==> src/rtl/rlf_pkg.sv <==
package rlf_pkg;
  // Control register field positions (host-visible encoding)
  localparam int CTRL_ACCESS = 0;
  localparam int CTRL_FILT   = 1;
  localparam int CTRL_DEC    = 2;
  localparam int CTRL_B9     = 3;
  localparam int CTRL_B10    = 4;

  typedef struct packed {
    logic b10;
    logic b9;
    logic dec_en;
    logic filt_en;
    logic access;
  } rlf_ctrl_t;
endpackage

==> src/rtl/rlf_seq_ctrl.sv <==
module rlf_seq_ctrl
  import rlf_pkg::*;
#(
  parameter int DEPTH = 16,
  parameter int BUS_W = 16,
  localparam int PTR_W = $clog2(DEPTH + 1)
) (
  input  logic             clk,
  input  logic             rst_n,
  input  logic             ctrl_wr_i,
  input  logic [BUS_W-1:0] ctrl_i,
  input  logic             host_wr_i,
  input  logic             host_rd_i,
  output rlf_ctrl_t        ctrl_o,
  output logic             wr_en_o,
  output logic [PTR_W-1:0] wr_cnt_o,
  output logic             rd_hit_o,
  output logic [PTR_W-1:0] rd_cnt_o
);
  rlf_ctrl_t        ctrl_q, ctrl_d;
  logic [PTR_W-1:0] wp_q, wp_d, rp_q, rp_d;
  logic             start;

  always_comb begin
    start    = ctrl_wr_i && ctrl_i[CTRL_ACCESS] && !ctrl_q.access;
    wr_en_o  = host_wr_i && ctrl_q.access && (wp_q < PTR_W'(DEPTH));
    rd_hit_o = host_rd_i && ctrl_q.access && (rp_q < PTR_W'(DEPTH));

    ctrl_d = ctrl_q;
    if (ctrl_wr_i) begin
      ctrl_d.access  = ctrl_i[CTRL_ACCESS];
      ctrl_d.filt_en = ctrl_i[CTRL_FILT];
      ctrl_d.dec_en  = ctrl_i[CTRL_DEC];
      ctrl_d.b9      = ctrl_i[CTRL_B9];
      ctrl_d.b10     = ctrl_i[CTRL_B10];
    end

    wp_d = wp_q;
    rp_d = rp_q;
    if (start) begin
      wp_d = '0;
      rp_d = '0;
    end else begin
      if (wr_en_o)  wp_d = wp_q + 1'b1;
      if (rd_hit_o) rp_d = rp_q + 1'b1;
    end
  end

  always_ff @(posedge clk or negedge rst_n) begin
    if (!rst_n) begin
      ctrl_q <= '0;
      wp_q   <= '0;
      rp_q   <= '0;
    end else begin
      ctrl_q <= ctrl_d;
      wp_q   <= wp_d;
      rp_q   <= rp_d;
    end
  end

  assign ctrl_o   = ctrl_q;
  assign wr_cnt_o = wp_q;
  assign rd_cnt_o = rp_q;
endmodule

==> src/rtl/rlf_label_store.sv <==
module rlf_label_store #(
  parameter int DEPTH = 16,
  parameter int LBL_W = 8,
  parameter int BUS_W = 16,
  localparam int IDX_W = $clog2(DEPTH)
) (
  input  logic             clk,
  input  logic             rst_n,
  input  logic             wr_en_i,
  input  logic [IDX_W-1:0] wr_idx_i,
  input  logic [LBL_W-1:0] wr_lbl_i,
  input  logic             rd_any_i,
  input  logic             rd_hit_i,
  input  logic [IDX_W-1:0] rd_idx_i,
  output logic [BUS_W-1:0] rdata_o,
  input  logic [LBL_W-1:0] cmp_lbl_i,
  output logic             hit_o
);
  logic [LBL_W-1:0] mem_q [DEPTH];
  logic [DEPTH-1:0] match;
  logic [BUS_W-1:0] rdata_q, rdata_d;

  for (genvar i = 0; i < DEPTH; i++) begin : g_entry
    logic ld;
    assign ld       = wr_en_i && (wr_idx_i == IDX_W'(i));
    assign match[i] = (mem_q[i] == cmp_lbl_i);
    always_ff @(posedge clk or negedge rst_n) begin
      if (!rst_n)  mem_q[i] <= '0;
      else if (ld) mem_q[i] <= wr_lbl_i;
    end
  end

  always_comb begin
    rdata_d = '0;
    if (rd_hit_i) rdata_d[LBL_W-1:0] = mem_q[rd_idx_i];
  end

  always_ff @(posedge clk or negedge rst_n) begin
    if (!rst_n)        rdata_q <= '0;
    else if (rd_any_i) rdata_q <= rdata_d;
  end

  assign hit_o   = |match;
  assign rdata_o = rdata_q;
endmodule

==> src/rtl/rlf_word_gate.sv <==
module rlf_word_gate
  import rlf_pkg::*;
#(
  parameter int WORD_W = 32,
  parameter int LBL_W  = 8
) (
  input  logic              clk,
  input  logic              rst_n,
  input  rlf_ctrl_t         ctrl_i,
  input  logic              hit_i,
  input  logic              vld_i,
  input  logic [WORD_W-1:0] word_i,
  output logic              acc_vld_o,
  output logic [WORD_W-1:0] acc_word_o
);
  logic              pass_filt, pass_dec, take;
  logic              vld_q;
  logic [WORD_W-1:0] word_q;

  always_comb begin
    pass_filt = !ctrl_i.filt_en || hit_i;
    pass_dec  = !ctrl_i.dec_en ||
                ((word_i[LBL_W] == ctrl_i.b9) && (word_i[LBL_W+1] == ctrl_i.b10));
    take      = vld_i && !ctrl_i.access && pass_filt && pass_dec;
  end

  always_ff @(posedge clk or negedge rst_n) begin
    if (!rst_n) vld_q <= 1'b0;
    else        vld_q <= take;
  end

  always_ff @(posedge clk or negedge rst_n) begin
    if (!rst_n)    word_q <= '0;
    else if (take) word_q <= word_i;
  end

  assign acc_vld_o  = vld_q;
  assign acc_word_o = word_q;
endmodule

==> src/rtl/rx_label_filter.sv <==
module rx_label_filter
  import rlf_pkg::*;
#(
  parameter int WORD_W = 32,
  parameter int LBL_W  = 8,
  parameter int DEPTH  = 16,
  parameter int BUS_W  = 16
) (
  input  logic              clk,
  input  logic              rst_n,
  input  logic              ctrl_wr_i,
  input  logic [BUS_W-1:0]  ctrl_i,
  input  logic              host_wr_i,
  input  logic [BUS_W-1:0]  host_wdata_i,
  input  logic              host_rd_i,
  output logic [BUS_W-1:0]  host_rdata_o,
  input  logic              word_vld_i,
  input  logic [WORD_W-1:0] word_i,
  output logic              acc_vld_o,
  output logic [WORD_W-1:0] acc_word_o
);
  localparam int PTR_W = $clog2(DEPTH + 1);
  localparam int IDX_W = $clog2(DEPTH);

  rlf_ctrl_t        ctrl_s;
  logic             wr_en, rd_hit, hit;
  logic [PTR_W-1:0] wr_cnt, rd_cnt;

  rlf_seq_ctrl #(.DEPTH(DEPTH), .BUS_W(BUS_W)) u_seq (
    .clk      (clk),
    .rst_n    (rst_n),
    .ctrl_wr_i(ctrl_wr_i),
    .ctrl_i   (ctrl_i),
    .host_wr_i(host_wr_i),
    .host_rd_i(host_rd_i),
    .ctrl_o   (ctrl_s),
    .wr_en_o  (wr_en),
    .wr_cnt_o (wr_cnt),
    .rd_hit_o (rd_hit),
    .rd_cnt_o (rd_cnt)
  );

  rlf_label_store #(.DEPTH(DEPTH), .LBL_W(LBL_W), .BUS_W(BUS_W)) u_store (
    .clk      (clk),
    .rst_n    (rst_n),
    .wr_en_i  (wr_en),
    .wr_idx_i (wr_cnt[IDX_W-1:0]),
    .wr_lbl_i (host_wdata_i[LBL_W-1:0]),
    .rd_any_i (host_rd_i),
    .rd_hit_i (rd_hit),
    .rd_idx_i (rd_cnt[IDX_W-1:0]),
    .rdata_o  (host_rdata_o),
    .cmp_lbl_i(word_i[LBL_W-1:0]),
    .hit_o    (hit)
  );

  rlf_word_gate #(.WORD_W(WORD_W), .LBL_W(LBL_W)) u_gate (
    .clk       (clk),
    .rst_n     (rst_n),
    .ctrl_i    (ctrl_s),
    .hit_i     (hit),
    .vld_i     (word_vld_i),
    .word_i    (word_i),
    .acc_vld_o (acc_vld_o),
    .acc_word_o(acc_word_o)
  );
endmodule

==> config.mk <==
export PLATFORM = sky130hd
export DESIGN_NAME = rx_label_filter
export DESIGN_NICKNAME = d
export VERILOG_FILES = /design/src/rtl/rlf_pkg.sv /design/src/rtl/rlf_seq_ctrl.sv /design/src/rtl/rlf_label_store.sv /design/src/rtl/rlf_word_gate.sv /design/src/rtl/rx_label_filter.sv
export SDC_FILE = /design/constraint.sdc
export NUM_CORES = 1
export LEC_CHECK = 0
export ABC_AREA = 1
export BUFFER_PORTS_ARGS = -buffer_cell sky130_fd_sc_hd__buf_2
export CELL_PAD_IN_SITES_DETAIL_PLACEMENT = 0
export CELL_PAD_IN_SITES_GLOBAL_PLACEMENT = 1
export CORE_ASPECT_RATIO = 0.5
export CORE_MARGIN = 2
export CORE_UTILIZATION = 43
export DETAILED_ROUTE_END_ITERATION = 8
export PLACE_DENSITY_LB_ADDON = 0.1
export SLEW_MARGIN = 20
export SYNTH_ARGS = -nofsm -noshare
export SYNTH_HDL_FRONTEND = slang
export SYNTH_HIERARCHICAL = 1
export SYNTH_SLANG_ARGS = --single-unit
==> constraint.sdc <==
create_clock -name clk -period 2.05 [get_ports clk]
set_input_delay 0.205 -clock clk [delete_from_list [all_inputs] [get_ports clk]]
set_output_delay 0.205 -clock clk [all_outputs]
set_load 0.05 [all_outputs]
Word-level counts from Yosys, hierarchy flattened
Cells that the tools add are included.
Storage, ports and cells
  register bits: 184
  bits of input ports: 70
  output and inout port bits: 49
  logic and storage cells: 108
Operators by class
  add/subtract/negate cells: 2
  magnitude comparators: 3
  eq/ne operators: 33
  multiplexer cells: 8
  bitwise logic cells: 1
  reduce and logical (&&, ||, !) cells: 35
Operators by type and width (number)
  8-bit == test: 16
  8-bit binary-select mux with 4-bit select: 1
  4-bit == test, second input constant: 8
  1-bit logical AND: 26
  8-bit 2-to-1 mux: 3
  5-bit 2-to-1 mux: 4
  4-bit by 3-bit == test with 1-bit output, second input constant: 4
  16-bit OR reduction: 1
  5-bit by 1-bit adder with 5-bit output, second input constant: 2
  5-bit less-than comparator, second input constant: 2
  4-bit by 2-bit == test with 1-bit output, second input constant: 2
  5-bit >= comparator, second input constant: 1
  4-bit NOT with 5-bit output: 1
  4-bit by 1-bit == test with 1-bit output, second input constant: 1
  4-bit zero test: 1
  2-bit nonzero test: 2
  1-bit zero test: 3
  1-bit == test: 2
  1-bit logical OR: 2

Logic depth before layout (Yosys ltp)
  word-level depth: 5
  depth in mapped cells: 18
  mapped depth without buffers: 15

Hierarchy
Netlist, hierarchy kept.
By module, submodules not included
  rlf_label_store: times used 1, cells an instance 1262, area an instance 8395.6 um^2, sequential area each 3403.3 um^2
  rlf_word_gate: times used 1, cells an instance 156, area an instance 1363.8 um^2, sequential area each 825.8 um^2
  rlf_seq_ctrl: times used 1, cells an instance 79, area an instance 724.4 um^2, sequential area each 375.4 um^2

Worst setup path after synthesis
No wires, ideal clock.
  kind: input-to-reg
  start point: input word_i[7]
  end point: register u_gate.word_q[0] (netlist: u_gate/acc_word_o[0])
  setup time: 119 ps
  arrival: 1690 ps
  data required time: 1931 ps
  setup slack: 241 ps
  stages on the path: 17
  path buffers: 2
  path through: buf_4 -> clkinv_1 -> nand2_1 -> nand2_1 -> a21oi_1 -> nand2_1 -> nor2_1 -> nor2_1 -> nand2_1 -> nor2_1 -> nand2_1 -> nor2_1 -> nor3_4 -> nand2_2 -> buf_4 -> nand2_1 -> nand2_1
Between the ends
  cells in the longest elaborated chain, start to end: 5
  elaborated cells on any way between the ends: 20
  those cells by class: eq/ne (16); reduce/logical (4)
Ends and longest elaborated chain
  start: declaration: line rx_label_filter.sv:18  | input logic [WORD_W-1:0] word_i,
  8-bit == test: line rlf_label_store.sv:26  | assign match[i] = (mem_q[i] == cmp_lbl_i);
  16-bit OR reduction *: line rlf_label_store.sv:43  | assign hit_o = |match;
  named net hit: line rx_label_filter.sv:26  | logic wr_en, rd_hit, hit;
  1-bit logical OR *: line rlf_word_gate.sv:21  | pass_filt = !ctrl_i.filt_en || hit_i;
  1-bit logical AND * (2 in series): line rlf_word_gate.sv:24  | take = vld_i && !ctrl_i.access && pass_filt && pass_dec;
  end signal: assignment: line rlf_word_gate.sv:34  | else if (take) word_q <= word_i;
  end: declaration: line rlf_word_gate.sv:18  | logic [WORD_W-1:0] word_q;
Mark *: on every way through the listed nets, which the timed path passes. The rest lies on a longest branch.
A chain may end at the register's enable or synchronous reset.

Worst setup path in the final report
  start point: register u_store/mem_q[112] in the netlist's numbering
  end point: register u_gate.word_q[25] (netlist: u_gate/acc_word_o[25])
Between the ends
  cells in the longest elaborated chain, start to end: 5
Ends and longest elaborated chain
  start: declaration: line rlf_label_store.sv:19  | logic [LBL_W-1:0] mem_q [DEPTH];
  start signal: indexed assignment: line rlf_label_store.sv:29  | else if (ld) mem_q[i] <= wr_lbl_i;
  8-bit == test: line rlf_label_store.sv:26
  16-bit OR reduction: line rlf_label_store.sv:43
  named net hit: line rx_label_filter.sv:26
  1-bit logical OR: line rlf_word_gate.sv:21
  1-bit logical AND (2 in series): line rlf_word_gate.sv:24
The timed path passes the listed nets, and every way through them passes these cells.

==> run summary <==
Status - finished, violations left
Failing checks - setup timing
Clock transition at path regs - 0.07 ns
Cells after Synth - 1,497
RSZ-0062 raised after global routing - true
DR vias - 10,139
Final Hold Viols - 0
Final nets - 1,736
Int Pwr - 8190 uW
Placed inst area - 11,900 um2
Reg2reg start - u_store/mem_q[112]
CP startpoint - u_store/mem_q[112]
Via density - 5.09
Comb power frac - 0.371
Primary FF master, synth - dfrtp_1
Largest net degree at the start of global routing - 56
CTS tree - built
Fillers - 2,287
Area grow syn2layout - 23.5%
Peak VDD IR - 0.706 mV
GR Overflow Total - 0
Actual slew at the worst max-slew pin - 0.571 ns
I/O pin total - 119
P_sw - 5710 uW
Synthesized area - 10,500 um2
CP Capture Type - flip-flop
H-tree depth - 4
Dpl ws - -0.337 ns
Final setup viols - 32
DRT Pass-1 Iters - 6
Initial Utilization - 0.437
Sequential standard cell area - 4610 um2
Worst setup SP type - flip-flop
Antenna violations before repair - 2
Switching share of power - 0.411
Final critical-path required period - 2.10 ns
Final Non-Filler Cells - 1,993
Fin area - 12,900 um2
Synthesized area per cell - 7.00 um2
Worst EP arrival - 2.44 ns
DR iter-0 viols - 896
HP Class - in2reg
Drt drc - 0
Period Utilization, post-route - 1.02
Routed Antenna Nets - 0
Die width - 225 um
Worst EP required - 2.39 ns
Die ar. - 25,700 um2
Worst-Skew Late Latency - 0.46 ns
Total CTS buffers - 17
Core Rows - 40
Count of input and output buffers - 91
Area of the multi-input gates - 4960 um2
Synth warnings - 6
Root buf cell - clkbuf_16
Max Fclk - 477 MHz
WL final - 33,600 um
Clock power share - 0.256
Seq cells post-synth - 184
Core ar. - 24,000 um2
Die Ht - 114 um
Placed Instances - 1,926
Hold path start - host_wdata_i[7]
Routability cong. - 0.826
Clock sinks - 184
Number of global-route vias before repair - 9,299
Pwr/cell area - 1070 nW/um2
EDFF count, synth - 0
HPWL Detailed - 24,200 um
DR WL/cell - 16.8 um
Clock skew - 0.0102 ns
Setup Crit Path Kind - reg2reg
Clock buffer depth - 2
First-pass GRT wire length - 52,900 um
Reg power frac - 0.373
Max-slew headroom - 0.619
Cell variety after synth - 28
Register area share after synthesis - 0.439
CP max FO - 14
Pleak - 0.00668 uW
Slack of the critical path - -0.0485 ns
Max-slew violation count - 0
Final Util - 0.540
Fraction of layout cells with a size suffix above 1 - 0.156
Asr flop ratio synth - 1.00
GRT Total Usage - 0.273
Number of max-cap violations - 0
==> power by group through the flow <==
| stage | Combinational [uW] | Sequential, uW | Clock, uW |
|---|---|---|---|
| 4_1_cts | 5110 | 5170 | 3620 |
| 3_5_place_dp | 5050 | 5210 | 0 |
| 3_3_place_gp | 4950 | 5200 | 0 |
| 2_1_floorplan | 2640 | 6010 | 0 |
| 5_1_grt | 5710 | 5290 | 3800 |
| 6_report | 5160 | 5180 | 3560 |
==> logic make-up after synthesis <==
logic type / Yosys count / share of synthesized area
flip-flops: 184 / 0.439
AND/OR/NAND/NOR: 790 / 0.301
multiplexers: 4 / 0.00430
XOR/XNOR: 37 / 0.0309
AO/OA/AOI/OAI: 258 / 0.127
buffers and inverters: 221 / 0.0951
adder cells (fa/ha/maj): 2 / 0.00239
other: 1 / 0.000358
==> final timing paths <==
| kind | end | slack (ns) | cells past startpoint |
|---|---|---|---|
| worst max-delay path | u_gate/acc_word_o[25] | -0.05 | 15 |
| worst min-delay path | u_store/mem_q[23] | 0.02 | 3 |
| worst max register to register | u_gate/acc_word_o[25] | -0.05 | 15 |
| worst min register to register | u_gate/acc_word_o[6] | 0.47 | 2 |
| max in group asynchronous | u_store/mem_q[19] | 1.13 | 3 |
| min in group asynchronous | u_seq/ctrl_o[0] | 0.27 | 2 |
==> sequential cells by signal, summed over array words and instances, names as in the netlist <==
register / flops
u_seq/ctrl_o: 5
u_gate/acc_word_o: 32
u_store/mem_q: 128
u_store/rdata_o: 8
u_seq/wr_cnt_o: 5
u_gate/acc_vld_o: 1
u_seq/rd_cnt_o: 5
==> cells in the final DEF (no fill, tap or decap), types with 8 or more instances in the layout <==
cell type,n
buf_4,86
o21ai_0,177
o211ai_1,15
nand3_1,80
conb_1,8
buf_12,20
buf_2,90
xor2_1,37
nor2_1,109
clkbuf_16,19
nand2_1,573
dfrtp_1,183
inv_1,128
a21oi_1,58
dlygate4sd3_1,31
==> cell usage after synthesis, types with 2 or more instances <==
master	count	share of area
dfrtp_1	184	0.44
ha_1	2	0.0024
nand2_1	577	0.21
nor2_4	4	0.0043
buf_6	2	0.0021
nor2_2	2	0.0012
clkbuf_1	16	0.0057
or2_2	3	0.0018
a21oi_1	60	0.029
inv_1	128	0.046
nand4_1	2	0.0012
o211ai_1	15	0.011
xor2_1	37	0.031
o21ai_0	177	0.084
o21ai_1	6	0.0029
nand3_1	80	0.038
nand2_2	2	0.0012
mux2_2	4	0.0043
nor3_4	2	0.0031
clkinv_1	3	0.0011
buf_4	26	0.019
nor2_1	116	0.042
buf_2	44	0.021
==> worst max-delay path, cell delays in order (launching register included) <==
cell	delay [ns]
dfrtp_1	0.40
inv_1	0.08
nand2_1	0.06
a21oi_1	0.23
nand2_1	0.07
nor2_1	0.09
nor2_1	0.05
nand2_1	0.11
nor2_1	0.06
nand2_2	0.12
nor2_2	0.07
nor3_4	0.20
nand2_4	0.13
buf_12	0.19
nand2_1	0.06
nand2_1	0.05
==> timing repair <==
action | 4_1_cts | 5_1_grt
cloned | 0 | 2
endpoints found under the hold margin | 84 | 0
hold buffers | 31 | 0
resized for setup | 5 | 12
buffers inserted | 0 | 1
endpoints found under the setup margin | 33 | 33
==> stage by stage <==
step	hold WS [ns]	power (uW)	TNS [ns]
finish	0.0162	13900	-1.02
global route	0.0252	14800	-4.74
CTS	0.00706	13900	-0.875
detailed placement	0.209	10300	-10.36
global placement	0.207	10200	-9.45
floorplan	-0.0906	8650	0
==> cell type report <==
class | instances | area share
Antenna cell | 1 | 0.000193
Clock buffer | 21 | 0.0340
Clock inverter | 11 | 0.0133
Inverter | 132 | 0.0383
Multi-Input combinational cell | 1099 | 0.383
Sequential cell | 184 | 0.356
Tap cell | 315 | 0.0305
Timing Repair Buffer | 230 | 0.145
==> metal layers <==
layer | vias up | global-route usage | share of wire
met5 | - | 0 | 0.00027
met4 | 2 | 0.0583 | 0.0087
met3 | 28 | 0.0629 | 0.074
met2 | 306 | 0.398 | 0.42
met1 | 4788 | 0.412 | 0.50
li1 | 5015 | - | -
Note: power is estimated with default switching activity, not from simulation.
